### config.mk
export PLATFORM = sky130hd
export DESIGN_NAME = hight_mode_engine
export DESIGN_NICKNAME = d
export VERILOG_FILES = /design/src/rtl/hight_pkg.sv /design/src/rtl/hight_keysched.sv /design/src/rtl/hight_round.sv /design/src/rtl/hight_core.sv /design/src/rtl/hight_mode_engine.sv
export SDC_FILE = /design/constraint.sdc
export NUM_CORES = 2
export LEC_CHECK = 0
export BUFFER_PORTS_ARGS = -buffer_cell sky130_fd_sc_hd__buf_2
export CAP_MARGIN = 20
export CORE_AREA = 2 2 365 223
export CTS_BUF_LIST = sky130_fd_sc_hd__clkbuf_8 sky130_fd_sc_hd__clkbuf_16
export CTS_CLUSTER_DIAMETER = 60
export DETAILED_ROUTE_END_ITERATION = 7
export DIE_AREA = 0 0 367 225
export PLACE_DENSITY = 0.6
export SYNTH_ARGS = -nofsm -noshare
export SYNTH_HDL_FRONTEND = slang
export SYNTH_SLANG_ARGS = --single-unit
### constraint.sdc
create_clock -name clk -period 19.5 [get_ports clk]
set_input_delay 1.95 -clock clk [delete_from_list [all_inputs] [get_ports clk]]
set_output_delay 1.95 -clock clk [all_outputs]
set_load 0.03 [all_outputs]
### src/rtl/hight_pkg.sv
package hight_pkg;

  localparam int BLK_W   = 64;
  localparam int KEY_W   = 128;
  localparam int ROUNDS  = 32;
  localparam int SK_PER  = 4;
  localparam int RND_W   = $clog2(ROUNDS);
  localparam int LATENCY = ROUNDS + 2;
  localparam int AGE_W   = $clog2(LATENCY) + 1;

  typedef logic [7:0] byte_t;

  typedef enum logic [1:0] {
    MODE_ECB = 2'd0,
    MODE_CBC = 2'd1,
    MODE_OFB = 2'd2,
    MODE_CTR = 2'd3
  } mode_e;

  localparam logic [6:0] DELTA_SEED = 7'h5A;

  // rotate-left mixes: 1,2,7 and 3,4,6
  function automatic byte_t f0(input byte_t x);
    return {x[6:0], x[7]} ^ {x[5:0], x[7:6]} ^ {x[0], x[7:1]};
  endfunction

  function automatic byte_t f1(input byte_t x);
    return {x[4:0], x[7:5]} ^ {x[3:0], x[7:4]} ^ {x[1:0], x[7:2]};
  endfunction

  // one step of the x^7 + x^3 + 1 constant generator and its inverse
  function automatic logic [6:0] lfsr_fwd(input logic [6:0] d);
    return {d[3] ^ d[0], d[6:1]};
  endfunction

  function automatic logic [6:0] lfsr_bwd(input logic [6:0] d);
    return {d[5:0], d[6] ^ d[2]};
  endfunction

  function automatic logic [6:0] lfsr_fwd_n(input logic [6:0] d, input int n);
    logic [6:0] r;
    r = d;
    for (int i = 0; i < n; i++) r = lfsr_fwd(r);
    return r;
  endfunction

  function automatic logic [6:0] lfsr_bwd_n(input logic [6:0] d, input int n);
    logic [6:0] r;
    r = d;
    for (int i = 0; i < n; i++) r = lfsr_bwd(r);
    return r;
  endfunction

  // period is 127, so the constant of the last round group sits 3 steps behind the seed
  localparam logic [6:0] DELTA_LAST = lfsr_bwd_n(DELTA_SEED, 127 - (ROUNDS - 1) * SK_PER);

endpackage

### src/rtl/hight_keysched.sv
module hight_keysched
  import hight_pkg::*;
(
  input  logic [KEY_W-1:0]       key,
  input  logic [RND_W-1:0]       rnd_idx,
  input  logic [6:0]             delta,
  output logic [SK_PER*8-1:0]    sk
);

  for (genvar m = 0; m < SK_PER; m++) begin : g_sk
    logic [3:0] pos;
    logic [2:0] lo;
    logic [3:0] sel;
    byte_t      mkb;
    logic [6:0] dm;

    assign pos = {rnd_idx[1:0], 2'(m)};
    assign lo  = pos[2:0] - rnd_idx[RND_W-1:2];
    assign sel = {pos[3], lo};
    assign mkb = key[{sel, 3'b000} +: 8];

    if (m == 0) begin : g_d0
      assign dm = delta;
    end else begin : g_dn
      assign dm = lfsr_fwd_n(delta, m);
    end

    assign sk[8*m +: 8] = mkb + {1'b0, dm};
  end

endmodule

### src/rtl/hight_round.sv
module hight_round
  import hight_pkg::*;
(
  input  logic                  enc,
  input  logic [BLK_W-1:0]      x_in,
  input  logic [SK_PER*8-1:0]   sk,
  output logic [BLK_W-1:0]      x_out
);

  byte_t b [8];
  byte_t k0, k1, k2, k3;
  byte_t e0, e2, e4, e6;
  byte_t d1, d3, d5, d7;

  for (genvar j = 0; j < 8; j++) begin : g_split
    assign b[j] = x_in[8*j +: 8];
  end

  assign k0 = sk[7:0];
  assign k1 = sk[15:8];
  assign k2 = sk[23:16];
  assign k3 = sk[31:24];

  // forward round, output already rotated one byte position
  assign e0 = b[7] ^ (f0(b[6]) + k3);
  assign e2 = b[1] + (f1(b[0]) ^ k0);
  assign e4 = b[3] ^ (f0(b[2]) + k1);
  assign e6 = b[5] + (f1(b[4]) ^ k2);

  // inverse round, undoing the rotation
  assign d7 = b[0] ^ (f0(b[7]) + k3);
  assign d1 = b[2] - (f1(b[1]) ^ k0);
  assign d3 = b[4] ^ (f0(b[3]) + k1);
  assign d5 = b[6] - (f1(b[5]) ^ k2);

  assign x_out = enc ? {b[6], e6, b[4], e4, b[2], e2, b[0], e0}
                     : {d7, b[7], d5, b[5], d3, b[3], d1, b[1]};

endmodule

### src/rtl/hight_core.sv
module hight_core
  import hight_pkg::*;
(
  input  logic              clk,
  input  logic              rst_n,
  input  logic              start,
  input  logic              enc,
  input  logic [BLK_W-1:0]  din,
  input  logic [KEY_W-1:0]  key,
  output logic              idle,
  output logic              fin,
  output logic [BLK_W-1:0]  dout
);

  typedef enum logic [1:0] {C_IDLE, C_RUN, C_FIN} phase_e;

  phase_e              phase_q, phase_d;
  logic [RND_W-1:0]    rnd_q, rnd_d;
  logic [BLK_W-1:0]    x_q, x_d;
  logic [6:0]          delta_q, delta_d;
  logic                enc_q, enc_d;
  logic                x_en;

  logic [RND_W-1:0]    rnd_idx;
  logic [SK_PER*8-1:0] sk;
  logic [BLK_W-1:0]    rnd_out;
  byte_t               wk [8];
  byte_t               di [8];
  byte_t               xs [8];
  logic [BLK_W-1:0]    pre_enc, pre_dec_y, pre_dec, post_enc_y, post_enc, post_dec;

  for (genvar i = 0; i < 4; i++) begin : g_wk
    assign wk[i]   = key[8*(i+12) +: 8];
    assign wk[i+4] = key[8*i +: 8];
  end

  for (genvar j = 0; j < 8; j++) begin : g_bytes
    assign di[j] = din[8*j +: 8];
    assign xs[j] = x_q[8*j +: 8];
  end

  // input whitening
  assign pre_enc   = {di[7], di[6] ^ wk[3], di[5], di[4] + wk[2],
                      di[3], di[2] ^ wk[1], di[1], di[0] + wk[0]};
  assign pre_dec_y = {di[7], di[6] ^ wk[7], di[5], di[4] - wk[6],
                      di[3], di[2] ^ wk[5], di[1], di[0] - wk[4]};
  assign pre_dec   = {pre_dec_y[55:0], pre_dec_y[63:56]};

  // output whitening
  assign post_enc_y = {x_q[7:0], x_q[63:8]};
  assign post_enc   = {post_enc_y[63:56], post_enc_y[55:48] ^ wk[7],
                       post_enc_y[47:40], post_enc_y[39:32] + wk[6],
                       post_enc_y[31:24], post_enc_y[23:16] ^ wk[5],
                       post_enc_y[15:8],  post_enc_y[7:0]   + wk[4]};
  assign post_dec   = {xs[7], xs[6] ^ wk[3], xs[5], xs[4] - wk[2],
                       xs[3], xs[2] ^ wk[1], xs[1], xs[0] - wk[0]};

  assign rnd_idx = enc_q ? rnd_q : ~rnd_q;

  hight_keysched u_ks (
    .key     (key),
    .rnd_idx (rnd_idx),
    .delta   (delta_q),
    .sk      (sk)
  );

  hight_round u_rnd (
    .enc   (enc_q),
    .x_in  (x_q),
    .sk    (sk),
    .x_out (rnd_out)
  );

  always_comb begin
    phase_d = phase_q;
    rnd_d   = rnd_q;
    x_d     = x_q;
    delta_d = delta_q;
    enc_d   = enc_q;
    x_en    = 1'b0;
    unique case (phase_q)
      C_IDLE: begin
        if (start) begin
          phase_d = C_RUN;
          rnd_d   = '0;
          enc_d   = enc;
          x_d     = enc ? pre_enc : pre_dec;
          delta_d = enc ? DELTA_SEED : DELTA_LAST;
          x_en    = 1'b1;
        end
      end
      C_RUN: begin
        x_d     = rnd_out;
        delta_d = enc_q ? lfsr_fwd_n(delta_q, SK_PER) : lfsr_bwd_n(delta_q, SK_PER);
        rnd_d   = rnd_q + 1'b1;
        x_en    = 1'b1;
        if (rnd_q == RND_W'(ROUNDS - 1)) phase_d = C_FIN;
      end
      default: phase_d = C_IDLE;
    endcase
  end

  always_ff @(posedge clk or negedge rst_n) begin
    if (!rst_n) begin
      phase_q <= C_IDLE;
      rnd_q   <= '0;
      x_q     <= '0;
      delta_q <= '0;
      enc_q   <= 1'b0;
    end else begin
      phase_q <= phase_d;
      if (x_en) begin
        rnd_q   <= rnd_d;
        x_q     <= x_d;
        delta_q <= delta_d;
        enc_q   <= enc_d;
      end
    end
  end

  assign idle = (phase_q == C_IDLE);
  assign fin  = (phase_q == C_FIN);
  assign dout = enc_q ? post_enc : post_dec;

  // the chaining layer only starts the core when it is free
  a_r3_start_idle: assert property (@(posedge clk) disable iff (!rst_n)
    start |-> (phase_q == C_IDLE))
    else $error("core started while busy");

  // the last round is always followed by the output cycle
  a_r3_fin_follows: assert property (@(posedge clk) disable iff (!rst_n)
    (phase_q == C_RUN && rnd_q == RND_W'(ROUNDS - 1)) |=> fin)
    else $error("output cycle missing after last round");

endmodule

### src/rtl/hight_mode_engine.sv
module hight_mode_engine
  import hight_pkg::*;
(
  input  logic              clk,
  input  logic              rst_n,
  input  logic [KEY_W-1:0]  key,
  input  logic [BLK_W-1:0]  iv,
  input  logic [1:0]        mode,
  input  logic              encrypt,
  input  logic              restart,
  input  logic              in_valid,
  output logic              in_ready,
  input  logic [BLK_W-1:0]  in_data,
  output logic              out_valid,
  output logic [BLK_W-1:0]  out_data
);

  logic [1:0]        rsync_q;
  logic              rst_i_n;

  logic              load_q, load_d;
  logic [BLK_W-1:0]  data_q, data_d;
  mode_e             mode_q, mode_d;
  logic              dir_q, dir_d;
  logic [BLK_W-1:0]  chain_q, chain_d;
  logic              ov_q;
  logic [BLK_W-1:0]  od_q, od_d;
  logic [AGE_W-1:0]  age_q;

  logic              core_idle, core_fin, core_enc;
  logic [BLK_W-1:0]  core_din, core_res;
  logic              idle_all, accept, take_restart;
  logic [BLK_W-1:0]  out_fin, chain_fin;

  // reset: asserted at once, released on the clock
  always_ff @(posedge clk or negedge rst_n) begin
    if (!rst_n) rsync_q <= 2'b00;
    else        rsync_q <= {rsync_q[0], 1'b1};
  end
  assign rst_i_n = rsync_q[1];

  assign idle_all     = !load_q && core_idle;
  assign in_ready     = (idle_all && !restart) || core_fin;
  assign accept       = in_valid && in_ready;
  assign take_restart = restart && idle_all;

  always_comb begin
    unique case (mode_q)
      MODE_ECB: core_din = data_q;
      MODE_CBC: core_din = dir_q ? (data_q ^ chain_q) : data_q;
      default:  core_din = chain_q;
    endcase
    core_enc = (mode_q == MODE_ECB || mode_q == MODE_CBC) ? dir_q : 1'b1;
  end

  hight_core u_core (
    .clk   (clk),
    .rst_n (rst_i_n),
    .start (load_q),
    .enc   (core_enc),
    .din   (core_din),
    .key   (key),
    .idle  (core_idle),
    .fin   (core_fin),
    .dout  (core_res)
  );

  always_comb begin
    out_fin   = core_res;
    chain_fin = chain_q;
    unique case (mode_q)
      MODE_ECB: ;
      MODE_CBC: begin
        if (dir_q) begin
          chain_fin = core_res;
        end else begin
          out_fin   = core_res ^ chain_q;
          chain_fin = data_q;
        end
      end
      MODE_OFB: begin
        out_fin   = core_res ^ data_q;
        chain_fin = core_res;
      end
      default: begin
        out_fin   = core_res ^ data_q;
        chain_fin = chain_q + 1'b1;
      end
    endcase
  end

  always_comb begin
    load_d  = accept;
    data_d  = data_q;
    mode_d  = mode_q;
    dir_d   = dir_q;
    chain_d = chain_q;
    od_d    = od_q;
    if (accept) begin
      data_d = in_data;
      mode_d = mode_e'(mode);
      dir_d  = encrypt;
    end
    if (core_fin) begin
      chain_d = chain_fin;
      od_d    = out_fin;
    end else if (take_restart) begin
      chain_d = iv;
    end
  end

  always_ff @(posedge clk or negedge rst_i_n) begin
    if (!rst_i_n) begin
      load_q  <= 1'b0;
      data_q  <= '0;
      mode_q  <= MODE_ECB;
      dir_q   <= 1'b0;
      chain_q <= '0;
      ov_q    <= 1'b0;
      od_q    <= '0;
    end else begin
      load_q  <= load_d;
      ov_q    <= core_fin;
      if (accept) begin
        data_q <= data_d;
        mode_q <= mode_d;
        dir_q  <= dir_d;
      end
      if (core_fin || take_restart) chain_q <= chain_d;
      if (core_fin) od_q <= od_d;
    end
  end

  assign out_valid = ov_q;
  assign out_data  = od_q;

  // cycles since acceptance, kept for the latency check
  always_ff @(posedge clk or negedge rst_i_n) begin
    if (!rst_i_n)                                      age_q <= '0;
    else if (accept)                                   age_q <= AGE_W'(1);
    else if (age_q != '0 && age_q != {AGE_W{1'b1}})    age_q <= age_q + 1'b1;
  end

  a_r3_latency: assert property (@(posedge clk) disable iff (!rst_i_n)
    core_fin |-> (age_q == AGE_W'(LATENCY)))
    else $error("result not ready at the fixed latency");

  a_r3_single_pulse: assert property (@(posedge clk) disable iff (!rst_i_n)
    out_valid |=> !out_valid)
    else $error("out_valid longer than one cycle");

  a_r3_no_accept_loading: assert property (@(posedge clk) disable iff (!rst_i_n)
    load_q |-> !in_ready)
    else $error("ready while a block is being loaded");

  a_r8_restart_in_flight: assert property (@(posedge clk) disable iff (!rst_i_n)
    (restart && !idle_all && !core_fin) |=> (chain_q == $past(chain_q)))
    else $error("restart disturbed chain during a block");

  a_r10_ctrl_held: assert property (@(posedge clk) disable iff (!rst_i_n)
    (!core_idle && !core_fin) |=> ($stable(mode_q) && $stable(dir_q)))
    else $error("captured mode changed mid-block");

endmodule

# Yosys cells after proc, flatten, opt, wreduce, memory -nomap -nowiden
# Index checks and enable logic that the tools add are counted.
# word_totals
register_bits,278
in_bits,263
# op_classes
add_sub_neg,26
n_eq_ne,8
n_shift,4
mux,26
bitwise_logic,44
reduce_logical,17
# op_table
cell,n
$mux W64,9
$shiftx A128 B8 Y8,4
$pmux W64 S2,3
$xor A8 B8 Y8,32
$pmux W64 S3,1
$xor A64 B64 Y64,3
$add A8 B8 Y8,10
$add A64 B1 Y64 const B,1
$sub A8 B8 Y8,6
$add A8 B7 Y8,4
$mux W7,2
$pmux W7 S2,1
$sub A3 B3 Y3,4
$mux W5,2
$pmux W5 S2,1
$reduce_and A3 Y1,3
$xor A1 B1 Y1,8
$add A5 B1 Y5 const B,1
$eq A5 B5 Y1 const B,1
$not A5 Y5,1
$eq A2 B1 Y1 const B,2
$eq A2 B2 Y1 const B,2
$logic_and A1 B1 Y1,4
$logic_not A2 Y1,2
other kinds (11),18

# Depth between registers and ports, before layout
# depth
depth_word,9
mapped_depth,25

# By module
# Synthesis repeated with hierarchy kept, for this count alone.
# hier_totals
hier_cells,4052
area_unflattened_um2,32212.1
# modules_own_cells
mod,instances,cells_per_inst,area_each_um2,seq_area_each_um2
hight_mode_engine,1,2111,15072.0,4979.8
hight_core,1,925,7803.7,1976.9
hight_round,1,640,4768.3,0.0
hight_keysched,1,376,4568.1,0.0

# Least setup slack after synthesis
# Ideal clock, no wire load.
# synth_path
kind,in2reg
start,input port key[72]
end,register u_core.x_q[55]
setup_time_ns,0.126
arrival_ns,5.686
required_ns,19.374
slack_ns,13.688
cell_stages,16
n_path_buf,0
path_cell_list,mux4_2 -> mux4_2 -> ha_1 -> inv_1 -> fa_1 -> xnor2_1 -> xnor2_1 -> ha_1 -> a21o_1 -> a21oi_1 -> nor2b_1 -> o21a_1 -> o41ai_1 -> xnor2_1 -> xnor2_1 -> a221o_1
# synth_via
elab_chain_cells,6
# synth_lines
element,line,source
from (decl),hight_mode_engine.sv:6,"input logic [KEY_W-1:0] key,"
$shiftx A128 B8 Y8,hight_keysched.sv:20,"assign mkb = key[{sel, 3'b000} +: 8];"
$add A8 B7 Y8,hight_keysched.sv:28,"assign sk[8*m +: 8] = mkb + {1'b0, dm};"
$xor A8 B8 Y8,hight_round.sv:28,assign e6 = b[5] + (f1(b[4]) ^ k2);
$add A8 B8 Y8,hight_round.sv:28,
$mux W64,hight_round.sv:36,"assign x_out = enc ? {b[6], e6, b[4], e4, b[2], e2, b[0], e0}"
$pmux W64 S2,hight_core.sv:81,unique case (phase_q)
to (signal assigned),hight_core.sv:107,x_q <= '0;
to (signal assigned),hight_core.sv:114,x_q <= x_d;
to (decl),hight_core.sv:19,"logic [BLK_W-1:0] x_q, x_d;"
# No other way between the ends.
# A chain may end at the register's enable or synchronous reset.

# Final worst setup path
# layout_path
start,register u_core.enc_q
end,register u_core.x_q[23]
# layout_via
elab_chain_cells,8
# layout_lines
element,line,source
from (decl),hight_core.sv:21,"logic enc_q, enc_d;"
from (signal assigned),hight_core.sv:116,enc_q <= enc_d;
$mux W5,hight_core.sv:58,assign rnd_idx = enc_q ? rnd_q : ~rnd_q;
$sub A3 B3 Y3,hight_keysched.sv:18,assign lo = pos[2:0] - rnd_idx[RND_W-1:2];
$shiftx A128 B8 Y8,hight_keysched.sv:20,
$add A8 B7 Y8,hight_keysched.sv:28,
$xor A8 B8 Y8,hight_round.sv:26,assign e2 = b[1] + (f1(b[0]) ^ k0);
$add A8 B8 Y8,hight_round.sv:26,
$mux W64 *,hight_round.sv:36,
$pmux W64 S2 *,hight_core.sv:81,
# Mark *: on every way between the ends. The rest lies on a longest branch, timed or not.

==> flow_summary.yaml <==
logic_synthesis:
  synth-xor-area-share: 0.138
  synth-seq-cells: 278
  synth_area_mm2: 0.0314
  synth_nets: 4314
  synth_top_family_by_area: "compound AO/OA/AOI/OAI gates"
  yosys.area.top_type: "dfrtp_1"
  synth_ff_type: "dfrtp_1"
  synth_area_leaders: "dfrtp_1, xnor2_1, mux4_2, nand2_1, ha_1"
  netlist_instances: 3880
  synth_warnings: 0
  yosys.area_share.simple: 0.162
  avgSynthCellArea_um2: 8.09
  muxShareOfSynthArea: 0.136
  synth_top_area_frac: 0.222
  ys_seq_area_frac: 0.222
  async_flop_share: 1.00
  synth_commonest_cells: "nand2_1, xnor2_1, a21oi_1, clkbuf_1, o21ai_0"
  synth_compound_area_frac: 0.211
  synth-edff-count: 0
  synthAdderAreaFrac: 0.0729
  synth.most_common_cell: "nand2_1"
  yosysUniqueCellTypes: 81
drt:
  avgRoutedWirePerCell_um: 29.3
  drtIter0Drc: 4707
  route.vias.total: 31637
  ant_nets: 0
  route.detailed.drc: 0
  drt-pass1-iter-count: 6
  wl_mm: 147
  vias_per_cell: 6.30
run_status:
  status: "finished clean"
critical_path:
  cp.required_ns: 19.91
  endpoint_kind: "flop"
  rrSetupSlack_ns: 13.01
  r2r-start: "u_core.enc_q$_DFFE_PN0P_"
  r2r_cells: 19
  critPathMaxFanout: 67
  crit_path_start_kind: "flop"
  arrival_ns: 6.90
  crit_start: "u_core.enc_q$_DFFE_PN0P_"
  crit_type: "reg2reg"
  reg2reg_to: "u_core.x_q[23]$_DFFE_PN0P_"
clock_network:
  clock-sinks: 278
  clk_latency_ns: 0.58
  cts-resized-gates: 0
  cts-buffers-inserted: 34
  cts_buffer_depth: 3
  cts-root-buf: "clkbuf_16"
  post_cts.repair.setup_buffers: 0
  cts_hold_buf: 0
  h-tree-depth: 2
  cts_tree: "done"
  clkTransAtPathRegs_ns: 0.07
floorplan:
  rows: 80
  initial_core_util: 0.398
  io_pins: 329
  dieArea_mm2: 0.0826
  die_y_um: 225
  die_x_um: 367
  fp.coreArea_mm2: 0.0789
timing:
  tightest_slew_ns: 1.44
  fin_crit_ns: 6.49
  finalCritPeriodShare: 0.333
  rsz0062_at_grt: "false"
  max_slew_margin: 0.0416
  tns_ns: 0
  finClkSkew_ns: 0.0398
  setup_viol: 0
  drv_slew: 0
  hold_viol_final: 0
  fmax_mhz: 154
flow_run:
  drv_cap: 0
global_route:
  grt.total_usage: 0.348
  grt_pass1_wl_mm: 209
  antenna_found_initial: 5
  grt_overflow: 0
  grt_max_degree: 70
  grt_pass1_vias: 28162
hold_path:
  hold_path_class: "reg2reg"
  hold-path-endpoint: "rsync_q[1]$_DFF_PN0_"
  min-delay-start: "rsync_q[0]$_DFF_PN0_"
  hold_path_depth: 0
cells_and_area:
  drive_above_1_share: 0.172
  nets: 4368
  num_antenna_cells: 0
  syn_to_final_growth_pct: 10.5
place:
  port_buffers: 328
  place.gp.congestion: 1.00
  hpwl_mm: 113
-- logic make-up (layout without fill, tap and decap cells) --
family	after synthesis	after routing
muxes	238	238
AOI/OAI and AO/OA	1089	1089
adders and majority gates	171	171
xor gates and xnor gates	489	489
and+or+nand+nor	1149	1149
other	1	1
DFF	278	278
buffers and inverters	465	544
-- critical path, cell delays in order, from the launching register on --
cell and delay [ns]:
dfrtp_4 0.62, buf_4 0.68, xnor2_2 0.19, buf_4 0.67, mux4_2 0.42, mux4_2 0.54, ha_1 0.23, inv_1 0.07
fa_1 0.49, xnor2_1 0.17, xnor2_1 0.36, ha_1 0.31, a21o_1 0.18, a21oi_1 0.23, nor2b_1 0.08, o21a_1 0.19
o41ai_1 0.34, xnor2_1 0.19, xor2_1 0.16, o221ai_1 0.13
-- placed cells by master (no fill, tap or decap), drive strengths merged, types with 29 or more instances in the layout --
| master | netlist | layout |
|---|---|---|
| nand2 | 510 | 510 |
| buf | 81 | 384 |
| xnor2 | 374 | 374 |
| a21oi | 361 | 361 |
| o21ai | 282 | 282 |
| dfrtp | 278 | 278 |
| nor2 | 255 | 255 |
| ha | 151 | 151 |
| mux4 | 147 | 147 |
| nand3 | 142 | 142 |
| xor2 | 115 | 115 |
| inv | 97 | 103 |
| a31oi | 86 | 86 |
| o211ai | 84 | 84 |
| nor2b | 73 | 73 |
| a21o | 56 | 56 |
| mux2i | 54 | 54 |
| nor3 | 47 | 47 |
| clkbuf | 286 | 41 |
| mux2 | 37 | 37 |
| o22ai | 29 | 29 |
-- how the worst max path moves through the flow --
stage | depth (start not counted) | to | slack, ns
2_1_floorplan | 0 | chain_q[0]$_DFFE_PN0P_ | 11.18
3_3_place_gp | 17 | u_core.x_q[23]$_DFFE_PN0P_ | 13.26
3_5_place_dp | 18 | u_core.x_q[23]$_DFFE_PN0P_ | 13.16
4_1_cts | 18 | u_core.x_q[23]$_DFFE_PN0P_ | 13.11
5_1_grt | 18 | u_core.x_q[23]$_DFFE_PN0P_ | 12.71
6_report | 19 | u_core.x_q[23]$_DFFE_PN0P_ | 13.01
-- per-stage QoR --
step	instance area, µm²	util	std cells	hold slack, ns	setup WS [ns]
after floorplan	31400	-	3880	0.331	11.18
after global placement	33500	0.424	4959	0.333	13.26
after detailed placement	33500	0.424	4959	0.347	13.16
after CTS	34600	0.439	5020	0.361	13.11
after global routing	34700	0.440	5025	0.360	12.71
final	34700	0.440	5025	0.357	13.01
-- registers in the layout (all words and copies together) (netlist names) --
| register | flops |
|---|---|
| u_core.delta_q | 7 |
| u_core.phase_q | 2 |
| mode_q | 2 |
| u_core.x_q | 64 |
| load_q | 1 |
| data_q | 64 |
| rsync_q | 2 |
| out_valid | 1 |
| chain_q | 64 |
| u_core.rnd_q | 5 |
| out_data | 64 |
| dir_q | 1 |
| u_core.enc_q | 1 |
-- layout make-up --
type,count,area [µm²]
clock buffers,40,945
multi-input cells,3137,22800
clock inverters,21,225
flip-flops and latches,278,6970
inverters,98,372
repair buffers,385,2110
well taps,1066,1330
fillers,7964,44200
-- routing by layer --
metal	vias up	track usage	routed length, µm
met5	-	0	176
met4	10	0.102	4760
met3	232	0.160	24300
met2	2229	0.436	54600
met1	15189	0.516	63600
li1	13977	-	-
Power is not shown: default switching activity piles up to over one toggle a cycle in this logic, so the estimate is an artifact.
